## src/rtl/i2c_regport.sv

```systemverilog
module i2c_regport #(
  parameter int REG_AW = 4,
  parameter logic [3:0] ADDR_PREFIX = 4'b0010
) (
  input  logic              clk,
  input  logic              rst_n,
  input  logic              scl_in,
  input  logic              sda_in,
  output logic              sda_oe,
  input  logic [2:0]        addr_strap,
  output logic [REG_AW-1:0] reg_addr,
  output logic [7:0]        reg_wdata,
  output logic              reg_we,
  input  logic [7:0]        reg_rdata,
  output logic              reg_re
);
  localparam logic [REG_AW-1:0] ONE = 1;

  typedef enum logic [2:0] {S_IDLE, S_RX, S_RXACK, S_TX, S_TXACK} st_t;
  typedef enum logic [1:0] {K_ADDR, K_PTR, K_DATA} kind_t;

  st_t st;
  kind_t kind;
  logic [1:0] scl_sy, sda_sy;
  logic scl_q, sda_q, ad2_lat, rw, ackd, ptr_ai;
  logic [3:0] cnt;
  logic [7:0] sh;
  logic [REG_AW-1:0] ptr_a;

  wire scl_s   = scl_sy[1];
  wire sda_s   = sda_sy[1];
  wire start_c = scl_s & scl_q & sda_q & ~sda_s;
  wire stop_c  = scl_s & scl_q & ~sda_q & sda_s;
  wire rise    = scl_s & ~scl_q;
  wire fall    = ~scl_s & scl_q;
  wire [6:0] own_addr = {ADDR_PREFIX, ad2_lat, addr_strap[1:0]};
  wire rx_done = fall && st == S_RX && cnt == 4'd8;

  assign reg_we    = rx_done && kind == K_DATA;
  assign reg_wdata = sh;
  assign reg_addr  = ptr_a;
  assign reg_re    = fall && ((st == S_RXACK && rw && kind == K_ADDR) ||
                              (st == S_TXACK && ackd));

  always_ff @(posedge clk or negedge rst_n)
    if (!rst_n) begin
      scl_sy <= 2'b11; sda_sy <= 2'b11; scl_q <= 1'b1; sda_q <= 1'b1;
    end else begin
      scl_sy <= {scl_sy[0], scl_in}; sda_sy <= {sda_sy[0], sda_in};
      scl_q  <= scl_s;               sda_q  <= sda_s;
    end

  always_ff @(posedge clk)
    if (!rst_n) ad2_lat <= addr_strap[2];

  always_ff @(posedge clk or negedge rst_n)
    if (!rst_n) begin
      st <= S_IDLE; kind <= K_ADDR; cnt <= '0; sh <= '0; rw <= 1'b0;
      ackd <= 1'b0; ptr_ai <= 1'b0; ptr_a <= '0; sda_oe <= 1'b0;
    end else if (start_c) begin
      st <= S_RX; kind <= K_ADDR; cnt <= '0; sda_oe <= 1'b0;
    end else if (stop_c) begin
      st <= S_IDLE; sda_oe <= 1'b0;
    end else begin
      case (st)
        S_RX:
          if (rise) begin
            sh <= {sh[6:0], sda_s}; cnt <= cnt + 4'd1;
          end else if (rx_done) begin
            if (kind == K_ADDR) begin
              if (sh[7:1] == own_addr) begin
                rw <= sh[0]; sda_oe <= 1'b1; st <= S_RXACK;
              end else st <= S_IDLE;
            end else begin
              sda_oe <= 1'b1; st <= S_RXACK;
              if (kind == K_PTR) begin
                ptr_ai <= sh[7]; ptr_a <= sh[REG_AW-1:0];
              end else if (ptr_ai) ptr_a <= ptr_a + ONE;
            end
          end
        S_RXACK:
          if (fall) begin
            cnt <= '0;
            if (reg_re) begin
              sh <= reg_rdata; sda_oe <= ~reg_rdata[7]; st <= S_TX;
              if (ptr_ai) ptr_a <= ptr_a + ONE;
            end else begin
              sda_oe <= 1'b0; st <= S_RX;
              kind <= (kind == K_ADDR) ? K_PTR : K_DATA;
            end
          end
        S_TX:
          if (rise) cnt <= cnt + 4'd1;
          else if (fall) begin
            if (cnt == 4'd8) begin
              sda_oe <= 1'b0; st <= S_TXACK;
            end else begin
              sh <= {sh[6:0], 1'b0}; sda_oe <= ~sh[6];
            end
          end
        S_TXACK:
          if (rise) ackd <= ~sda_s;
          else if (fall) begin
            cnt <= '0;
            if (ackd) begin
              sh <= reg_rdata; sda_oe <= ~reg_rdata[7]; st <= S_TX;
              if (ptr_ai) ptr_a <= ptr_a + ONE;
            end else st <= S_IDLE;
          end
        default: ;
      endcase
    end

  AST_SDA_MOVES_SCL_LOW: assert property (@(posedge clk) disable iff (!rst_n)
    (sda_oe != $past(sda_oe)) |-> !scl_s);
  AST_STROBE_EXCL: assert property (@(posedge clk) disable iff (!rst_n)
    !(reg_we && reg_re));
  AST_STOP_RELEASE: assert property (@(posedge clk) disable iff (!rst_n)
    stop_c |=> (!sda_oe && st == S_IDLE));
  AST_AI_STEP: assert property (@(posedge clk) disable iff (!rst_n)
    (reg_we && ptr_ai) |=> reg_addr == $past(reg_addr) + ONE);
  AST_NOAI_HOLD: assert property (@(posedge clk) disable iff (!rst_n)
    (reg_we && !ptr_ai) |=> $stable(reg_addr));
  AST_IDLE_QUIET: assert property (@(posedge clk) disable iff (!rst_n)
    (st == S_IDLE) |-> !sda_oe);
endmodule

```

## config.mk

```make
export PLATFORM = sky130hd
export DESIGN_NAME = i2c_regport
export DESIGN_NICKNAME = d
export VERILOG_FILES = /design/src/rtl/i2c_regport.sv
export SDC_FILE = /design/constraint.sdc
export NUM_CORES = 1
export LEC_CHECK = 0
export ABC_AREA = 1
export BUFFER_PORTS_ARGS = -buffer_cell sky130_fd_sc_hd__buf_2
export CORE_MARGIN = 3
export CORE_UTILIZATION = 42
export CTS_CLUSTER_DIAMETER = 80
export DETAILED_ROUTE_END_ITERATION = 8
export GPL_ROUTABILITY_DRIVEN = 0
export HOLD_SLACK_MARGIN = 0.02
export PLACE_DENSITY = 0.64
export SYNTH_ARGS = -nofsm -noshare
export SYNTH_HDL_FRONTEND = slang
export SYNTH_SLANG_ARGS = --single-unit
```

## constraint.sdc

```tcl
create_clock -name clk -period 1.6 [get_ports clk]
set_clock_uncertainty 0.2 [all_clocks]
set_input_delay 0.32 -clock clk [delete_from_list [all_inputs] [get_ports clk]]
set_output_delay 0.32 -clock clk [all_outputs]
set_load 0.01 [all_outputs]
```

==> results of run 1 <==
-- Yosys cell counts, drive strengths merged --
library cell  count
a21boi            1
a21oi             3
buf               1
clkbuf            1
clkinv            1
dfrtp            25
dfstp             6
edfxtp            1
ha                3
inv              36
mux2              2
nand2           105
nand3            31
nand3b            4
nand4             2
nor2             23
nor3              5
nor3b             1
o211ai            1
o21a              3
o21ai            16
o21bai            1
o22ai             1
or2               1
xnor2             1
xor2              2
-- registers in the layout (all words and copies together) (netlist names) --
signal and flops:
kind 2, sda_oe 1, ackd 1, reg_wdata 8, rw 1, sda_q 1, cnt 4, sda_sy 2
reg_addr 4, ptr_ai 1, scl_q 1, st 3, scl_sy 2, ad2_lat 1
-- routing by layer --
layer | track usage [%] | vias up | share of wire, %
li1 | - | 1100 | -
met1 | 32.4 | 1091 | 42
met2 | 38.1 | 109 | 50
met3 | 4.22 | 17 | 6.8
met4 | 7.38 | 0 | 2.0
met5 | 0 | - | 0
-- power breakdown --
group	total (mW)	internal (mW)	switching, mW
Clock	0.672	0.350	0.323
Combinational	4.58	2.08	2.49
Sequential	1.28	1.06	0.215
Total	6.52	3.49	3.03
-- critical path, cell delays in order (launching register included) --
cell and delay (ns):
sky130_fd_sc_hd__dfrtp_1 0.44, sky130_fd_sc_hd__inv_2 0.12, sky130_fd_sc_hd__nand3_4 0.10, sky130_fd_sc_hd__inv_4 0.08, sky130_fd_sc_hd__nand2_4 0.06, sky130_fd_sc_hd__nand2_4 0.09, sky130_fd_sc_hd__nand2_4 0.05, sky130_fd_sc_hd__buf_6 0.11
sky130_fd_sc_hd__inv_2 0.04, sky130_fd_sc_hd__buf_6 0.09
-- through the flow --
| stage | utilization (%) | cells | power (mW) | hold slack (ns) | cell area [µm²] |
|---|---|---|---|---|---|
| 5_1_grt | 75.6 | 453 | 6.91 | 0.159 | 3430 |
| 2_1_floorplan | - | 277 | 3.23 | -0.176 | 2100 |
| 6_report | 75.6 | 453 | 6.52 | 0.157 | 3430 |
| 4_1_cts | 72.0 | 446 | 5.94 | 0.158 | 3260 |
| 3_5_place_dp | 58.5 | 412 | 4.34 | 0.148 | 2650 |
| 3_3_place_gp | 58.5 | 412 | 4.31 | 0.146 | 2650 |
-- logic make-up after synthesis --
logic type	count (synthesis)
adders and majority gates	3
xor gates and xnor gates	3
buffers and inverters	39
and+or+nand+nor	172
AOI/OAI and AO/OA	26
DFF	32
muxes	2
-- layout make-up --
| cell class | count | area, µm² | share of cell area, % |
|---|---|---|---|
| inverters | 37 | 154 | 4.49 |
| clock buffers | 7 | 86.3 | 2.52 |
| multi-input cells | 206 | 1420 | 41.6 |
| repair buffers | 105 | 858 | 25.1 |
| flip-flops and latches | 32 | 815 | 23.8 |
| well taps | 65 | 81.3 | 2.37 |
| clock inverters | 1 | 7.51 | 0.219 |
-- worst min-delay path by stage --
| stage | endpoint | cells past startpoint | startpoint | slack, ns |
|---|---|---|---|---|
| final | sda_sy[1]$_DFF_PN1_ | 0 | sda_sy[0]$_DFF_PN1_ | 0.16 |
| after global routing | sda_sy[1]$_DFF_PN1_ | 0 | sda_sy[0]$_DFF_PN1_ | 0.16 |
| after CTS | sda_sy[1]$_DFF_PN1_ | 0 | sda_sy[0]$_DFF_PN1_ | 0.16 |
| after detailed placement | sda_sy[1]$_DFF_PN1_ | 0 | sda_sy[0]$_DFF_PN1_ | 0.15 |
| after global placement | scl_sy[1]$_DFF_PN1_ | 0 | scl_sy[0]$_DFF_PN1_ | 0.15 |
| after floorplan | ackd$_DFFE_PN0P_ | 0 | rst_n | -0.18 |
-- layout by cell type (no fill, tap or decap), drive strengths merged --
master / count
a21boi: 1
a21oi: 3
buf: 101
clkbuf: 7
clkinv: 1
clkinvlp: 1
dfrtp: 25
dfstp: 6
dlygate4sd3: 4
edfxtp: 1
ha: 3
inv: 36
mux2: 2
nand2: 105
nand3: 31
nand3b: 4
nand4: 2
nor2: 23
nor3: 5
nor3b: 1
o211ai: 1
o21a: 3
o21ai: 16
o21bai: 1
o22ai: 1
or2: 1
xnor2: 1
xor2: 2
-- timing repair --
item	CTS	global route
endpoints found under the setup margin	26	27
pin swaps	34	15
endpoints found under the hold margin	28	0
buffers inserted	24	7
resized for setup	66	26
cloned	1	0
hold buffers	4	0
==> Implementation_results.wiki, run 1 <==
{| class="wikitable"
! Metric !! Value
|-
| Initial Util || 45.1%
|-
| Complex-gate fraction of the synthesized area || between 7 and 8%
|-
| Num CTS Buffers || 5
|-
| Sequential-to-total area share from yosys stat || 39.8%
|-
| Pwr Density || between 1500 and 2000 nW/µm²
|-
| Largest voltage drop on the vdd net || slightly below 900 µV
|-
| Register bit count reported by yosys || 32
|-
| Setup violations, final || 26
|-
| Number of sinks handled by clock tree synthesis || 32
|-
| Transition time at the pin with the least slew margin || 0.407 ns
|-
| Instance count of the mapped netlist || between 200 and 300
|-
| Required time of the critical path || approximately 1.1 ns
|-
| Pins over their slew limit || 0
|-
| Die Outline Area || 5740 µm²
|-
| Unique masters post-synth || 35
|-
| Syn. warnings || 0
|-
| Deepest clock path buffer count || 2
|-
| Post-synthesis share of cell area spent on and, or, nand and nor gates || ~40%
|-
| Height of the die || roughly 76 µm
|-
| Outcome || complete, but fails checks
|-
| Clock-pin slew on the worst setup and hold paths || around 0.070 ns
|-
| GR Overflow Total || 0
|-
| Number of antenna diodes || 0
|-
| Routed wirelength normalized by instance count || between 10 and 15 µm
|-
| Global-route wire length before repair || around 10000 µm
|-
| Clock latency on the worst-skew pair || between 0.2 and 0.3 ns
|-
| Initial antenna violation count || 0
|-
| Detail Placement HPWL || 3990 µm
|-
| Hold Crit Class || reg -> reg
|-
| Slack of the worst reg-to-reg path || -0.34 ns
|-
| TritonCTS clock tree || done
|-
| Row cnt || 24
|-
| Floorplan core area || around 4500 µm²
|-
| Number of DRC violations after detailed routing || 0
|-
| Setup crit end kind || primary output
|-
| Filler cell count in the final layout || around 290
|-
| Vias in the first global route || 2188
|-
| Layout cells sized above 1 || about 53%
|-
| Reg-to-reg critical path startpoint || st[1]$_DFFE_PN0P_
|-
| Crit path max fanout || 3
|-
| Cells on worst reg2reg path || 11
|-
| Sum of negative setup slack || -6.65 ns
|-
| Cell Area, Synth || a little over 2000 µm²
|-
| Failing checks || negative setup slack
|-
| Root cell of the clock tree || sky130_fd_sc_hd__clkbuf_8
|-
| Worst Slack Setup Final || -0.389 ns
|-
| Worst slack after detailed placement || -0.204 ns
|-
| Capturing element of the worst setup path || reg_re
|-
| Max-capacitance violation count || 0
|-
| Vias || 2317
|-
| Synthesized area per cell || around 7.4 µm²
|-
| Time the worst path needs with I/O delays and setup || a little under 2 ns
|-
| Antenna-violating nets left || 0
|-
| Rel. slew slack || 72.9%
|-
| Period Utilization, post-route || 124%
|-
| Setup repair after global routing missed its margin || true
|-
| Setup crit start || st[1]$_DFFE_PN0P_
|-
| Critical path arrival || roughly 1.5 ns
|-
| Syn nets || 295
|-
| Combinational family with the most area after synthesis || simple AND/OR/NAND/NOR gates
|-
| Vias per cell || ~5
|-
| Largest cells by area after synthesis || sky130_fd_sc_hd__dfrtp_1 (31%), sky130_fd_sc_hd__nand2_1 (18%), sky130_fd_sc_hd__dfstp_2 (7.7%), sky130_fd_sc_hd__nand3_1 (6.6%), sky130_fd_sc_hd__inv_1 (4.4%)
|-
| Top cell type's share of synthesized area || 30.6%
|-
| Critical R2R Capture || reg_addr[3]$_DFFE_PN0P_
|-
| Classification of the worst setup path || reg -> out
|-
| XOR/XNOR share of the synthesized area || around 1.3%
|-
| Final Net Count || 405
|-
| P_leak || about 1.8 nW
|-
| Violation count after the first detailed-route iteration || about 190
|-
| Synthesis-to-finish area growth || 67.6%
|-
| Die X || between 70 and 80 µm
|-
| Number of levels in the clock H-tree || 2
|-
| Final count of hold timing violations || 0
|-
| Yosys top cell by area || sky130_fd_sc_hd__dfrtp_1
|-
| Post-Synth Adder-Cell Area || under 10%
|-
| Ports || 30
|-
| Count of buffers from port buffering || 29
|-
| Max Fclk || slightly above 0.5 GHz
|-
| Kind of launch point of the worst setup path || flip-flop
|-
| Number of detailed-routing iterations run before antenna repair || 5
|-
| DRT Wirelength || ~6800 µm
|-
| GRT Util Overall || between 20% and 30%
|-
| Multiplexer fraction of the synthesized cell area || about 1.1%
|-
| Largest net degree at the start of global routing || 32
|}
No activity file was read; power rests on OpenSTA's default activity.
==> run 2, diff against run 1 <==
RECOVER_POWER = 50   (was not set)
==> run 2 against run 1 <==
  * The run still ends with negative setup slack left
  * Routed wire length grew 0.13%
  * Register-to-register slack is essentially flat
  * Utilization shrank 0.083 points
  * First-iteration DRC count is the same
  * Hold slack is essentially flat
  * Global-route usage is the same
  * Clock-buffer cell count is the same
  * Clock power is essentially flat
  * Largest power group unchanged
==> Implementation_results.wiki, run 2 (synthesized netlist as in run 1, its figures left out) <==
{| class="wikitable"
! Metric !! Value
|-
| Height of the die || around 76 µm
|-
| Deepest clock path buffer count || 2
|-
| Setup violations, final || 26
|-
| Clock-pin slew on the worst setup and hold paths || about 0.07 ns
|-
| Failing checks || negative setup slack
|-
| TritonCTS clock tree || done
|-
| Period Utilization, post-route || 124%
|-
| Critical path arrival || 1.47 ns
|-
| Rel. slew slack || between 50 and 60%
|-
| Violation count after the first detailed-route iteration || between 150 and 200
|-
| Initial antenna violation count || 0
|-
| Max stage delay cell, worst path || sky130_fd_sc_hd__dfrtp_1
|-
| Row cnt || 24
|-
| Pwr Density || 1910 nW/µm²
|-
| Largest voltage drop on the vdd net || approximately 870 µV
|-
| Commonest non-fill, non-tap cells in the layout || sky130_fd_sc_hd__nand2_1 (71), sky130_fd_sc_hd__buf_4 (51), sky130_fd_sc_hd__buf_2 (28), sky130_fd_sc_hd__dfrtp_1 (24), sky130_fd_sc_hd__nand2_2 (21)
|-
| Max-capacitance violation count || 0
|-
| Worst slack after detailed placement || -0.204 ns
|-
| Sum of negative setup slack || -6.67 ns
|-
| Filler cell count in the final layout || ~290
|-
| Setup repair after global routing missed its margin || true
|-
| Placed Cells || 412
|-
| Global-route wire length before repair || about 10000 µm
|-
| Largest net degree at the start of global routing || 32
|-
| Synthesis-to-finish area growth || 67.4%
|-
| Clock latency on the worst-skew pair || ~0.29 ns
|-
| Leading cell type in the layout, fill and taps excluded || sky130_fd_sc_hd__nand2_1
|-
| Antenna-violating nets left || 0
|-
| Routed wirelength normalized by instance count || roughly 15 µm
|-
| GR Overflow Total || 0
|-
| Number of flip-flops in the largest register || 8
|-
| DRT Wirelength || 6760 µm
|-
| Classification of the worst setup path || reg -> out
|-
| Number of sinks handled by clock tree synthesis || 32
|-
| Floorplan core area || around 4500 µm²
|-
| CP peak stage delay || ~0.44 ns
|-
| Vias in the first global route || ~2200
|-
| Worst path top cell family by delay || flip-flops
|-
| Number of levels in the clock H-tree || 2
|-
| Final Net Count || 405
|-
| Die Outline Area || about 5700 µm²
|-
| Buffers plus inverters on the worst setup path || 5
|-
| Worst-path cell chain || inv_2 > nand3_4 > inv_4 > nand2_4 > nand2_4 > nand2_4 > buf_6 > inv_2 > buf_6
|-
| Crit path max fanout || 3
|-
| GRT Util Overall || approximately a quarter
|-
| Vias || around 2300
|-
| Number of standard cells in the final layout excluding fillers || approximately 450
|-
| Die X || around 76 µm
|-
| Most used cell along the critical path || sky130_fd_sc_hd__nand2_4
|-
| Num CTS Buffers || 5
|-
| Number of antenna diodes || 0
|-
| Detail Placement HPWL || between 3000 and 4000 µm
|-
| Max Fclk || just over 0.5 GHz
|-
| Ports || 30
|-
| Pins over their slew limit || 0
|-
| Vias per cell || just over 5
|-
| Setup crit end kind || primary output
|-
| Final count of hold timing violations || 0
|-
| Required time of the critical path || 1.08 ns
|-
| Hold Crit Class || reg -> reg
|-
| Number of detailed-routing iterations run before antenna repair || 5
|-
| Count of buffers from port buffering || 29
|-
| Outcome || complete, but fails checks
|-
| Kind of launch point of the worst setup path || flip-flop
|-
| Worst Slack Setup Final || -0.389 ns
|-
| Time the worst path needs with I/O delays and setup || about 2.0 ns
|-
| Root cell of the clock tree || sky130_fd_sc_hd__clkbuf_8
|-
| Initial Util || 45.1%
|-
| Layout cells sized above 1 || a little over half
|-
| Number of DRC violations after detailed routing || 0
|-
| Transition time at the pin with the least slew margin || just over 0.7 ns
|-
| P_leak || between 1.5 and 2 nW
|}
## run 2: cell types whose count changed in the layout (fill, tap and decap cells not counted), sizes merged
| cell | previous run | this run |
|---|---|---|
| buf | 101 | 100 |
| clkbuf | 7 | 8 |
## run 2: path summary, 6_finish.rpt
kind / startpoint / end / slack (ns) / depth (start not counted)
worst max-delay path: st[1]$_DFFE_PN0P_ / reg_re / -0.39 / 9
min in group asynchronous: rst_n / reg_wdata[1]$_DFFE_PN0P_ / 0.60 / 3
worst min register to register: scl_sy[0]$_DFF_PN1_ / scl_sy[1]$_DFF_PN1_ / 0.16 / 0
worst min-delay path: scl_sy[0]$_DFF_PN1_ / scl_sy[1]$_DFF_PN1_ / 0.16 / 0
max in group asynchronous: rst_n / st[2]$_DFFE_PN0P_ / 0.09 / 3
worst max register to register: st[1]$_DFFE_PN0P_ / reg_addr[3]$_DFFE_PN0P_ / -0.34 / 11
## run 2: final cells by class
cell class	instances	area (µm²)	area share, %
Clock buffer	7	86.3	2.52
Clock inverter	1	7.51	0.219
Inverter	37	154	4.50
Multi-Input combinational cell	206	1420	41.6
Sequential cell	32	815	23.8
Tap cell	65	81.3	2.38
Timing Repair Buffer	105	855	25.0
## run 2: through the flow
step,cell area (µm²),hold WS [ns],utilization (%),total power [mW]
after floorplan,2100,-0.176,-,3.23
after global placement,2650,0.146,58.5,4.31
after detailed placement,2650,0.148,58.5,4.34
after CTS,3260,0.158,72.0,5.94
after global routing,3420,0.162,75.5,6.91
final,3420,0.157,75.5,6.52
## run 2: layer usage
metal | GRT usage, % | share of wire, %
met1 | 32.4 | 41
met2 | 38.1 | 49
met3 | 4.22 | 7.0
met4 | 7.38 | 2.9
met5 | 0 | 0
## run 2: report_power, final
| group | switching (mW) | total, mW | internal (mW) | leakage (nW) |
|---|---|---|---|---|
| logic | 2.49 | 4.57 | 2.08 | 1.32 |
| registers | 0.215 | 1.28 | 1.06 | 0.394 |
| clock network | 0.323 | 0.672 | 0.350 | 0.0445 |
## run 2: timing repair
action,in CTS,in global routing
cloned,1,0
buffers inserted,24,7
pin swaps,34,15
hold buffers,4,0
setup endpoints to repair,26,27
resized for setup,66,26
endpoints found under the hold margin,28,0
